`src/rtl/cache_pkg.sv`:
```
package cache_pkg;
  localparam int WORD_W = 32;

  typedef enum logic [1:0] {
    ST_IDLE = 2'd0,
    ST_WB   = 2'd1,
    ST_FILL = 2'd2
  } ctl_state_e;
endpackage

```
`src/rtl/cache_tag_store.sv`:
```
module cache_tag_store #(
  parameter int IDX_W = 4,
  parameter int TAG_W = 26
) (
  input  logic             clk,
  input  logic             rst_n,
  input  logic [IDX_W-1:0] rd_idx,
  output logic             rd_valid,
  output logic             rd_dirty,
  output logic [TAG_W-1:0] rd_tag,
  input  logic             ln_we,
  input  logic [IDX_W-1:0] ln_idx,
  input  logic             ln_valid,
  input  logic             ln_dirty,
  input  logic [TAG_W-1:0] ln_tag,
  input  logic             mark_dirty,
  input  logic [IDX_W-1:0] mark_idx
);
  localparam int LINES = 1 << IDX_W;

  logic             v_q [LINES];
  logic             d_q [LINES];
  logic [TAG_W-1:0] t_q [LINES];

  for (genvar i = 0; i < LINES; i++) begin : g_line
    logic sel_ln, sel_mark;
    assign sel_ln   = ln_we && (ln_idx == IDX_W'(i));
    assign sel_mark = mark_dirty && (mark_idx == IDX_W'(i));

    always_ff @(posedge clk or negedge rst_n) begin
      if (!rst_n) begin
        v_q[i] <= 1'b0;
        d_q[i] <= 1'b0;
      end else if (sel_ln) begin
        v_q[i] <= ln_valid;
        d_q[i] <= ln_dirty;
      end else if (sel_mark) begin
        d_q[i] <= 1'b1;
      end
    end

    always_ff @(posedge clk) begin
      if (sel_ln) t_q[i] <= ln_tag;
    end
  end

  assign rd_valid = v_q[rd_idx];
  assign rd_dirty = d_q[rd_idx];
  assign rd_tag   = t_q[rd_idx];
endmodule

```
`src/rtl/cache_data_store.sv`:
```
module cache_data_store
  import cache_pkg::*;
#(
  parameter int IDX_W  = 4,
  parameter int WOFF_W = 2
) (
  input  logic              clk,
  input  logic [IDX_W-1:0]  ridx,
  input  logic [WOFF_W-1:0] roff,
  output logic [WORD_W-1:0] rdata,
  input  logic              we,
  input  logic [IDX_W-1:0]  widx,
  input  logic [WOFF_W-1:0] woff,
  input  logic [WORD_W-1:0] wdata
);
  localparam int LINES = 1 << IDX_W;
  localparam int WORDS = 1 << WOFF_W;

  logic [WORD_W-1:0] arr_q [LINES][WORDS];

  for (genvar i = 0; i < LINES; i++) begin : g_row
    for (genvar j = 0; j < WORDS; j++) begin : g_col
      logic wen;
      assign wen = we && (widx == IDX_W'(i)) && (woff == WOFF_W'(j));
      always_ff @(posedge clk) begin
        if (wen) arr_q[i][j] <= wdata;
      end
    end
  end

  assign rdata = arr_q[ridx][roff];
endmodule

```
`src/rtl/cache_ctrl.sv`:
```
module cache_ctrl
  import cache_pkg::*;
#(
  parameter int IDX_W  = 4,
  parameter int WOFF_W = 2,
  parameter int TAG_W  = 26,
  parameter int CNT_W  = 16,
  localparam int MADDR_W = TAG_W + IDX_W + WOFF_W
) (
  input  logic               clk,
  input  logic               rst_n,
  input  logic               cpu_req,
  input  logic               cpu_we,
  input  logic [WORD_W-1:0]  cpu_wdata,
  input  logic [TAG_W-1:0]   a_tag,
  input  logic [IDX_W-1:0]   a_idx,
  input  logic [WOFF_W-1:0]  a_off,
  output logic [WORD_W-1:0]  cpu_rdata,
  output logic               cpu_stall,
  input  logic               lk_valid,
  input  logic               lk_dirty,
  input  logic [TAG_W-1:0]   lk_tag,
  output logic               ln_we,
  output logic [IDX_W-1:0]   ln_idx,
  output logic               ln_valid,
  output logic               ln_dirty,
  output logic [TAG_W-1:0]   ln_tag,
  output logic               mark_dirty,
  output logic [IDX_W-1:0]   d_ridx,
  output logic [WOFF_W-1:0]  d_roff,
  input  logic [WORD_W-1:0]  d_rdata,
  output logic               d_we,
  output logic [IDX_W-1:0]   d_widx,
  output logic [WOFF_W-1:0]  d_woff,
  output logic [WORD_W-1:0]  d_wdata,
  output logic               mem_req,
  output logic               mem_we,
  output logic [MADDR_W-1:0] mem_addr,
  output logic [WORD_W-1:0]  mem_wdata,
  input  logic               mem_ready,
  input  logic [WORD_W-1:0]  mem_rdata,
  output logic [CNT_W-1:0]   hit_count,
  output logic [CNT_W-1:0]   miss_count
);
  ctl_state_e        state_q, state_d;
  logic [TAG_W-1:0]  m_tag_q, v_tag_q;
  logic [IDX_W-1:0]  m_idx_q;
  logic [WOFF_W-1:0] m_off_q, beat_q, beat_d;
  logic              m_we_q;
  logic [WORD_W-1:0] m_wdata_q;
  logic [CNT_W-1:0]  hits_q, misses_q;

  logic lookup_hit, idle_hit, idle_miss, crit_beat, last_beat, latch_en, beat_en;
  logic [WOFF_W-1:0] fill_off;

  assign lookup_hit = lk_valid && (lk_tag == a_tag);
  assign idle_hit   = (state_q == ST_IDLE) && cpu_req && lookup_hit;
  assign idle_miss  = (state_q == ST_IDLE) && cpu_req && !lookup_hit;
  assign last_beat  = &beat_q;
  assign crit_beat  = (state_q == ST_FILL) && (beat_q == '0) && mem_ready;
  assign fill_off   = m_off_q + beat_q;
  assign latch_en   = idle_miss;
  assign beat_en    = (state_q != ST_IDLE) && mem_ready;

  // next-state logic
  always_comb begin
    state_d = state_q;
    beat_d  = beat_q;
    unique case (state_q)
      ST_IDLE: begin
        if (idle_miss) begin
          state_d = (lk_valid && lk_dirty) ? ST_WB : ST_FILL;
          beat_d  = '0;
        end
      end
      ST_WB: begin
        if (mem_ready) begin
          beat_d = beat_q + WOFF_W'(1);
          if (last_beat) state_d = ST_FILL;
        end
      end
      ST_FILL: begin
        if (mem_ready) begin
          beat_d = beat_q + WOFF_W'(1);
          if (last_beat) state_d = ST_IDLE;
        end
      end
      default: state_d = ST_IDLE;
    endcase
  end

  // registers
  always_ff @(posedge clk or negedge rst_n) begin
    if (!rst_n) begin
      state_q <= ST_IDLE;
      beat_q  <= '0;
    end else begin
      state_q <= state_d;
      if (latch_en || beat_en) beat_q <= beat_d;
    end
  end

  always_ff @(posedge clk) begin
    if (latch_en) begin
      m_tag_q   <= a_tag;
      m_idx_q   <= a_idx;
      m_off_q   <= a_off;
      m_we_q    <= cpu_we;
      m_wdata_q <= cpu_wdata;
      v_tag_q   <= lk_tag;
    end
  end

  always_ff @(posedge clk or negedge rst_n) begin
    if (!rst_n) begin
      hits_q   <= '0;
      misses_q <= '0;
    end else begin
      if (idle_hit)  hits_q   <= hits_q + CNT_W'(1);
      if (idle_miss) misses_q <= misses_q + CNT_W'(1);
    end
  end

  // CPU side
  assign cpu_stall = cpu_req && !(idle_hit || crit_beat);
  assign cpu_rdata = crit_beat ? mem_rdata : d_rdata;

  // tag store writes: invalidate on miss, install on last fill beat
  always_comb begin
    ln_we    = 1'b0;
    ln_idx   = m_idx_q;
    ln_valid = 1'b1;
    ln_dirty = m_we_q;
    ln_tag   = m_tag_q;
    if (idle_miss) begin
      ln_we    = 1'b1;
      ln_idx   = a_idx;
      ln_valid = 1'b0;
      ln_dirty = 1'b0;
      ln_tag   = a_tag;
    end else if ((state_q == ST_FILL) && mem_ready && last_beat) begin
      ln_we = 1'b1;
    end
  end
  assign mark_dirty = idle_hit && cpu_we;

  // data store ports
  assign d_ridx = (state_q == ST_IDLE) ? a_idx : m_idx_q;
  assign d_roff = (state_q == ST_IDLE) ? a_off : beat_q;

  always_comb begin
    d_we    = 1'b0;
    d_widx  = a_idx;
    d_woff  = a_off;
    d_wdata = cpu_wdata;
    if (idle_hit && cpu_we) begin
      d_we = 1'b1;
    end else if ((state_q == ST_FILL) && mem_ready) begin
      d_we    = 1'b1;
      d_widx  = m_idx_q;
      d_woff  = fill_off;
      d_wdata = (crit_beat && m_we_q) ? m_wdata_q : mem_rdata;
    end
  end

  // memory side
  assign mem_req   = (state_q != ST_IDLE);
  assign mem_we    = (state_q == ST_WB);
  assign mem_addr  = (state_q == ST_WB) ? {v_tag_q, m_idx_q, beat_q}
                                        : {m_tag_q, m_idx_q, fill_off};
  assign mem_wdata = d_rdata;

  assign hit_count  = hits_q;
  assign miss_count = misses_q;


  mem_hold_chk: assert property (@(posedge clk) disable iff (!rst_n)
    (mem_req && !mem_ready) |=> (mem_req && $stable(mem_addr) && $stable(mem_we)
                                 && (!mem_we || $stable(mem_wdata))));


  fill_wrap_chk: assert property (@(posedge clk) disable iff (!rst_n)
    ((state_q == ST_FILL) && mem_ready && !last_beat) |=>
      (mem_req && !mem_we &&
       mem_addr[WOFF_W-1:0] == $past(mem_addr[WOFF_W-1:0]) + WOFF_W'(1)));


  wr_hit_quiet_chk: assert property (@(posedge clk) disable iff (!rst_n)
    (idle_hit && cpu_we) |=> !mem_req);


  wb_stall_chk: assert property (@(posedge clk) disable iff (!rst_n)
    ((state_q == ST_WB) && cpu_req) |-> cpu_stall);


  hit_step_chk: assert property (@(posedge clk) disable iff (!rst_n)
    !$stable(hit_count) |-> (hit_count == $past(hit_count) + CNT_W'(1)));
endmodule

```
`src/rtl/dcache_wb.sv`:
```
module dcache_wb
  import cache_pkg::*;
#(
  parameter int ADDR_W = 32,
  parameter int IDX_W  = 4,
  parameter int WOFF_W = 2,
  parameter int CNT_W  = 16,
  localparam int TAG_W   = ADDR_W - IDX_W - WOFF_W - 2,
  localparam int MADDR_W = ADDR_W - 2
) (
  input  logic               clk,
  input  logic               rst_n,
  input  logic               cpu_req,
  input  logic               cpu_we,
  input  logic [ADDR_W-1:0]  cpu_addr,
  input  logic [WORD_W-1:0]  cpu_wdata,
  output logic [WORD_W-1:0]  cpu_rdata,
  output logic               cpu_stall,
  output logic               mem_req,
  output logic               mem_we,
  output logic [MADDR_W-1:0] mem_addr,
  output logic [WORD_W-1:0]  mem_wdata,
  input  logic               mem_ready,
  input  logic [WORD_W-1:0]  mem_rdata,
  output logic [CNT_W-1:0]   hit_count,
  output logic [CNT_W-1:0]   miss_count
);
  // reset: asserted asynchronously, released on a clock edge
  logic [1:0] rst_sync_q;
  logic       rst_n_int;
  always_ff @(posedge clk or negedge rst_n) begin
    if (!rst_n) rst_sync_q <= 2'b00;
    else        rst_sync_q <= {rst_sync_q[0], 1'b1};
  end
  assign rst_n_int = rst_sync_q[1];

  // address split
  logic [TAG_W-1:0]  a_tag;
  logic [IDX_W-1:0]  a_idx;
  logic [WOFF_W-1:0] a_off;
  assign a_off = cpu_addr[WOFF_W+1:2];
  assign a_idx = cpu_addr[IDX_W+WOFF_W+1:WOFF_W+2];
  assign a_tag = cpu_addr[ADDR_W-1:IDX_W+WOFF_W+2];

  logic              lk_valid, lk_dirty;
  logic [TAG_W-1:0]  lk_tag;
  logic              ln_we, ln_valid, ln_dirty, mark_dirty;
  logic [IDX_W-1:0]  ln_idx;
  logic [TAG_W-1:0]  ln_tag;
  logic [IDX_W-1:0]  d_ridx, d_widx;
  logic [WOFF_W-1:0] d_roff, d_woff;
  logic [WORD_W-1:0] d_rdata, d_wdata;
  logic              d_we;

  cache_tag_store #(.IDX_W(IDX_W), .TAG_W(TAG_W)) u_tags (
    .clk(clk), .rst_n(rst_n_int),
    .rd_idx(a_idx), .rd_valid(lk_valid), .rd_dirty(lk_dirty), .rd_tag(lk_tag),
    .ln_we(ln_we), .ln_idx(ln_idx), .ln_valid(ln_valid), .ln_dirty(ln_dirty),
    .ln_tag(ln_tag), .mark_dirty(mark_dirty), .mark_idx(a_idx)
  );

  cache_data_store #(.IDX_W(IDX_W), .WOFF_W(WOFF_W)) u_data (
    .clk(clk), .ridx(d_ridx), .roff(d_roff), .rdata(d_rdata),
    .we(d_we), .widx(d_widx), .woff(d_woff), .wdata(d_wdata)
  );

  cache_ctrl #(.IDX_W(IDX_W), .WOFF_W(WOFF_W), .TAG_W(TAG_W), .CNT_W(CNT_W)) u_ctrl (
    .clk(clk), .rst_n(rst_n_int),
    .cpu_req(cpu_req), .cpu_we(cpu_we), .cpu_wdata(cpu_wdata),
    .a_tag(a_tag), .a_idx(a_idx), .a_off(a_off),
    .cpu_rdata(cpu_rdata), .cpu_stall(cpu_stall),
    .lk_valid(lk_valid), .lk_dirty(lk_dirty), .lk_tag(lk_tag),
    .ln_we(ln_we), .ln_idx(ln_idx), .ln_valid(ln_valid), .ln_dirty(ln_dirty),
    .ln_tag(ln_tag), .mark_dirty(mark_dirty),
    .d_ridx(d_ridx), .d_roff(d_roff), .d_rdata(d_rdata),
    .d_we(d_we), .d_widx(d_widx), .d_woff(d_woff), .d_wdata(d_wdata),
    .mem_req(mem_req), .mem_we(mem_we), .mem_addr(mem_addr), .mem_wdata(mem_wdata),
    .mem_ready(mem_ready), .mem_rdata(mem_rdata),
    .hit_count(hit_count), .miss_count(miss_count)
  );


  reset_clean_chk: assert property (@(posedge clk) disable iff (!rst_n_int)
    $rose(rst_n_int) |-> (hit_count == '0 && miss_count == '0 && !mem_req));
endmodule

```
`config.mk`:
```
export PLATFORM = sky130hd
export DESIGN_NAME = dcache_wb
export DESIGN_NICKNAME = d
export VERILOG_FILES = /design/src/rtl/cache_pkg.sv /design/src/rtl/cache_tag_store.sv /design/src/rtl/cache_data_store.sv /design/src/rtl/cache_ctrl.sv /design/src/rtl/dcache_wb.sv
export SDC_FILE = /design/constraint.sdc
export NUM_CORES = 2
export LEC_CHECK = 0
export CAP_MARGIN = 20
export CELL_PAD_IN_SITES_DETAIL_PLACEMENT = 1
export CELL_PAD_IN_SITES_GLOBAL_PLACEMENT = 2
export CORE_ASPECT_RATIO = 2
export CORE_MARGIN = 5
export CORE_UTILIZATION = 51
export CTS_BUF_LIST = sky130_fd_sc_hd__clkbuf_4 sky130_fd_sc_hd__clkbuf_8
export DETAILED_ROUTE_END_ITERATION = 16
export GPL_TIMING_DRIVEN = 0
export PLACE_DENSITY = 0.89
export SLEW_MARGIN = 5
export SYNTH_ARGS = -nofsm -noshare
export SYNTH_HDL_FRONTEND = slang
export SYNTH_SLANG_ARGS = --single-unit
export TNS_END_PERCENT = 10
```
`constraint.sdc`:
```
create_clock -name clk -period 6.6 [get_ports clk]
set_clock_uncertainty 0.05 [all_clocks]
set_input_delay 1.32 -clock clk [delete_from_list [all_inputs] [get_ports clk]]
set_output_delay 1.32 -clock clk [all_outputs]
set_load 0.02 [all_outputs]
```
# Word level (Yosys, flattened, before mapping)
# Memories as Yosys holds them, arrays and structs flattened.
# Cells that the tools add are included.
# classes
add_sub_neg,4
mul,0
div,0
order_cmp,2
eq_ne,57
n_shift,0
n_mux,320
n_bitwise,2
reduce_logical,187
# op_table
operator,count
two-way mux 128 bit,15
OR reduction 128 bit,15
two-way mux 24 bit,16
OR reduction 24 bit,15
two-way mux 1 bit,217
two-way mux 4 bit,49
two-way mux 32 bit,6
logical AND 1 bit,125
"equality test 4 bit, second input constant",24
binary-select mux 32 bit (select 2 bit),1
"equality test 4 x 3 -> 1 bit, second input constant",12
nonzero test 2 bit,18
"adder 16 x 1 -> 16 bit, second input constant",2
two-way mux 30 bit,1
equality test 24 bit,1
"equality test 4 x 2 -> 1 bit, second input constant",6
two-way mux 2 bit,11
"equality test 4 x 1 -> 1 bit, second input constant",3
zero test 4 bit,3
"inequality test 2 x 1 -> 1 bit, second input constant",5
binary-select mux 1 bit (select 4 bit),2
"equality test 2 bit, second input constant",3
zero test 2 bit,3
case mux 2 bit (3 select lines),1
other kinds (15),18
# word_totals
register_bits,157
latchBits,0
ramBits,2432
romBits,0
input_bits,101
word_cells,617
mem_count,2
# mem_list
memory,words,width,read_ports,rd_ports_with_merged_regs,wr,line_no,text
u_data.arr_q,16,128,1,0,1,cache_data_store.sv:19,logic [WORD_W-1:0] arr_q [LINES][WORDS];
u_tags.t_q,16,24,1,0,1,cache_tag_store.sv:23,logic [TAG_W-1:0] t_q [LINES];

# Depth between registers and ports, before layout
# logic_depth
word_depth,29
ltp_mapped,19
ltp_nobuf,11

# Modules after synthesis
# A second synthesis with hierarchy kept.
# hier_totals
hier_cells,4771
area_unflattened_um2,100966.8
# by_module_without_submodules
mod,instances,cells_each,area_each_um2,seq_area_each_um2
cache_data_store,1,3489,78137.4,61499.0
cache_tag_store,1,722,16231.8,12331.8
cache_ctrl,1,557,6543.8,3233.1
dcache_wb,1,3,53.8,50.0

# Least setup slack after synthesis
# Ideal clock, no wire load.
# synth_path
path_type,input -> register
start,in cpu_addr[5]
end,mem u_data.arr_q[0][1] in the netlist's numbering (data pin)
setup_time_ps,549
arrival_time_ps,6082
required_time_ps,6001
setup_slack_ps,-81
stages,14
n_path_buf,5
path_cell_list,buf_4 buf_6 buf_6 mux4_2 mux2_2 and2_0 a2111o_1 o22ai_1 nand3_1 nor4_4 a21oi_4 clkbuf_1 buf_2 a21oi_1
# synth_between
elab_cells_between_ends,243
cone_classes,18 x eq/ne; 135 x mux; 1 x bitwise; 88 x reduce/logical; 1 x memory
# synth_rtl
item,line_no,text
"start, declared",dcache_wb.sv:15,"input logic [ADDR_W-1:0] cpu_addr,"
"parallel branches: the longest is 4 deep, another holds memory (16 x 24 bit)",--,
logical AND 1 bit *,cache_ctrl.sv:56,assign lookup_hit = lk_valid && (lk_tag == a_tag);
logical AND 1 bit *,cache_ctrl.sv:57,assign idle_hit = (state_q == ST_IDLE) && cpu_req && lookup_hit;
logical AND 1 bit *,cache_ctrl.sv:156,if (idle_hit && cpu_we) begin
two-way mux 32 bit *,cache_ctrl.sv:156,
named net d_wdata[1],dcache_wb.sv:52,"logic [WORD_W-1:0] d_rdata, d_wdata;"
two-way mux 128 bit (no source line) (14 in a row),--,
two-way mux 128 bit (no source line) *,--,
"end, declared",cache_data_store.sv:19,
# Mark *: on every way through the listed nets, which the timed path passes. The select of a mux whose other input is x is not followed.

# Worst setup path after layout
# layout_path
start,in cpu_addr[6]
end,out mem_wdata[6]
# layout_between
elab_chain_len,5
# layout_lines
item,line_no,text
two-way mux 4 bit,cache_ctrl.sv:148,assign d_ridx = (state_q == ST_IDLE) ? a_idx : m_idx_q;
memory (16 x 128 bit),--,
binary-select mux 32 bit (select 2 bit),cache_data_store.sv:31,assign rdata = arr_q[ridx][roff];
two-way mux 32 bit (not written as such) (2 in a row),cache_data_store.sv:31,
"end, declared",dcache_wb.sv:22,"output logic [WORD_W-1:0] mem_wdata,"
# Every way passes these cells. The select of a mux whose other input is x is not followed.

==> flow_summary.json <==
{
  "synth_edf_count": 2491,
  "p_leak_nw": 41.3,
  "numPortBuffers": 223,
  "floorplan.die.width_um": 327,
  "layout.cells.most_common": "edfxtp_1",
  "relSlewSlack": -0.330,
  "switching_share": 0.415,
  "power_switching_mw": 25.7,
  "fin_crit_ns": 7.10,
  "drive_gt1_frac": 0.374,
  "p_comb_frac": 0.444,
  "post_drt_wl_per_cell_um": 51.3,
  "fin_hold_ws_ns": 0.245,
  "tightest_slew_ns": 1.96,
  "hold_path.class": "reg -> async",
  "seqPwrFrac": 0.327,
  "antenna_left": 0,
  "grt_max_degree": 49,
  "clkSlewWorstSetupHoldPaths_ns": 0.07,
  "grt_pass1_vias": 66800,
  "gp_congestion": 1.04,
  "powerDensity_nw_per_um2": 488,
  "synth_top_family_by_area": "multiplexers",
  "ys.flop_type": "edfxtp_1",
  "arrival_ns": 5.73,
  "ys_ff_latch": 2589,
  "grt_pass1_wl_um": 570000,
  "die_h_um": 645,
  "fin_crit_sh": 1.08,
  "crit_type": "in -> out",
  "cts_buffers": 349,
  "cts_htree_levels": 5,
  "drtIter0Drc": 12500,
  "maxCapViolCount": 4,
  "violations": "capacitance limit, slew limit, setup timing",
  "path_buf_inv": 8,
  "muxShareOfSynthArea": 0.156,
  "track_usage": 0.396,
  "antenna_found_initial": 27,
  "synth_cells": 5174,
  "synthXorXnorAreaFrac": 0.00435,
  "ys_seq_area_frac": 0.751,
  "die-area_um2": 211000,
  "final_hold_viol_count": 0,
  "path_cells": "clkbuf_4 -> buf_8 -> buf_12 -> mux2_4 -> buf_6 -> clkbuf_2 -> buf_8 -> clkbuf_2 -> nand2_1 -> a31oi_2 -> a211oi_4 -> a21oi_2 -> dlygate4sd2_1",
  "grt-ovfl-total": 0,
  "ys_types": 76,
  "fin_ws_ns": -0.498,
  "synthAdderAreaFrac": 0.00110,
  "max_clock_freq_mhz": 141,
  "synth_compound_area_frac": 0.0377,
  "syn_nets": 5284,
  "dp_hpwl_um": 259000,
  "cts_root_buf": "clkbuf_8",
  "ys_warn_count": 0,
  "syn_area_um2": 103000,
  "cell_internal_pwr_mw": 36.2,
  "vias": 68100,
  "pwr-share-clk": 0.229,
  "cp-end-kind": "output port",
  "multiInputGateArea_um2": 28500,
  "critPathSlowestCell": "a31oi_2",
  "drt_wl_total_um": 461000,
  "avgSynthCellArea_um2": 19.8,
  "synthArstFlopShare": 0.0270,
  "peakVddDrop_mv": 0.506,
  "seqCellArea_um2": 77100,
  "hold_buffers": 0,
  "clock_sinks": 2589,
  "drc": 0,
  "finalSetupTns_ns": -41.17,
  "critPathMaxFanout": 14,
  "vias_per_cell": 7.57,
  "fillerInstances": 16300,
  "cp.required_ns": 5.23,
  "rows": 233,
  "clkLatencyLatePin_ns": 1.02,
  "path_delay_family": "buffers and inverters",
  "mostFrequentLayoutCells": "2,491 x edfxtp_1, 587 x mux4_2, 371 x clkbuf_8",
  "core_um2": 201000,
  "final_util": 0.633,
  "critical-path-max-stage-delay_ns": 1.08,
  "yosys.area_share.simple": 0.0348,
  "final_nets": 6204,
  "dr.pass1.iters": 7,
  "clockBufferDepth": 4,
  "syn2layout_area_growth_pct": 23.8,
  "outcome": "complete, but fails checks",
  "drv_slew": 16,
  "ioPinCount": 230,
  "cts_tree": "done",
  "initial_utilization": 0.511,
  "start_kind": "primary input",
  "setup_viol": 313
}
-- cell type report --
class                   count  area share
diodes                     27    0.000532
clock buffers             440      0.0438
plain buffers             302      0.0236
repair buffers            575      0.0606
well taps                2585      0.0255
clock inverters           192      0.0135
inverters                  28    0.000867
multi-input cells        2249       0.225
flip-flops and latches   2589       0.607
-- kinds of logic after synthesis --
group | count (synthesis)
buffers and inverters | 336
DFF | 2589
xor gates and xnor gates | 51
muxes | 851
AOI/OAI and AO/OA | 553
adders and majority gates | 9
other | 1
and+or+nand+nor | 784
-- worst paths after layout --
path                                             startpoint                                end  slack (ns)  depth (start not counted)
worst max register to register  u_tags.t_q[10][0]$_DFFE_PP_      u_data.arr_q[6][47]$_DFFE_PP_        0.10                         12
min in group clk                    rst_sync_q[0]$_DFF_PN0_            rst_sync_q[1]$_DFF_PN0_        0.33                          0
worst min register to register      rst_sync_q[1]$_DFF_PN0_  u_ctrl.miss_count[13]$_DFFE_PN0P_        0.25                          0
worst min-delay path                rst_sync_q[1]$_DFF_PN0_  u_ctrl.miss_count[13]$_DFFE_PN0P_        0.25                          0
max in group asynchronous           rst_sync_q[1]$_DFF_PN0_      u_ctrl.state_q[0]$_DFFE_PN0P_        5.64                          1
worst max-delay path                            cpu_addr[6]                       mem_wdata[6]       -0.50                         13
-- metrics by stage --
stage | power, mW | worst slack (ns) | instance area (um^2) | std cells
2_1_floorplan | 30.2 | -0.0808 | 103000 | 5174
3_3_place_gp | 38.5 | -7.73 | 108000 | 7982
3_5_place_dp | 39.9 | -3.69 | 113000 | 8188
4_1_cts | 57.4 | -0.0194 | 126000 | 8907
5_1_grt | 62.2 | -0.406 | 127000 | 8961
6_report | 62.0 | -0.498 | 127000 | 8987
-- synthesized netlist by cell type (25+ instances only) --
cell,n,area share
edfxtp_1,2491,0.73
mux4_2,587,0.13
nand2_1,376,0.014
mux2i_1,173,0.017
a211oi_1,166,0.012
clkbuf_1,157,0.0057
nor2_1,151,0.0055
and2_1,133,0.0081
a21oi_1,115,0.0056
buf_2,92,0.0045
mux2_2,87,0.0095
a31oi_1,82,0.0050
dfrtp_1,70,0.017
a311oi_1,65,0.0055
xnor2_1,44,0.0038
a22oi_1,39,0.0029
buf_1,34,0.0012
nand3_1,29,0.0014
dfxtp_1,28,0.0055
o21ai_0,27,0.0013
inv_1,25,0.00091
-- routing by layer --
metal,GRT usage,vias to the layer above,wire length (um)
met4,0.401,16,66500
met5,0.00254,-,365
met3,0.104,2822,58700
li1,-,23100,-
met2,0.647,8113,213000
met1,0.399,34000,122000
-- flip-flops by register name, indices dropped and copies added (netlist names) --
name and count:
u_ctrl.m_off_q 2, u_ctrl.m_tag_q 24, u_tags.d_q 16, u_tags.v_q 16, u_data.arr_q 2048, u_ctrl.state_q 2
u_tags.t_q 384, u_ctrl.miss_count 16, u_ctrl.m_wdata_q 32, u_ctrl.hit_count 16, u_ctrl.v_tag_q 24, u_ctrl.beat_q 2
u_ctrl.m_idx_q 4, u_ctrl.m_we_q 1, rst_sync_q 2
-- power groups by stage --
stage | clock network (mW) | logic, mW | registers (mW)
global placement | 0 | 17.6 | 20.9
floorplan | 0 | 9.62 | 20.6
global route | 14.9 | 27.1 | 20.3
CTS | 13.2 | 23.9 | 20.2
detailed placement | 0 | 19.3 | 20.5
finish | 14.2 | 27.5 | 20.3
-- what timing repair did --
action,4_1_cts,5_1_grt
pin swaps,148,35
gates cloned,9,2
endpoints found under the setup margin,4911,463
setup buffers,79,40
gates resized for setup,1234,147
No activity file was read; power rests on OpenSTA's default activity.
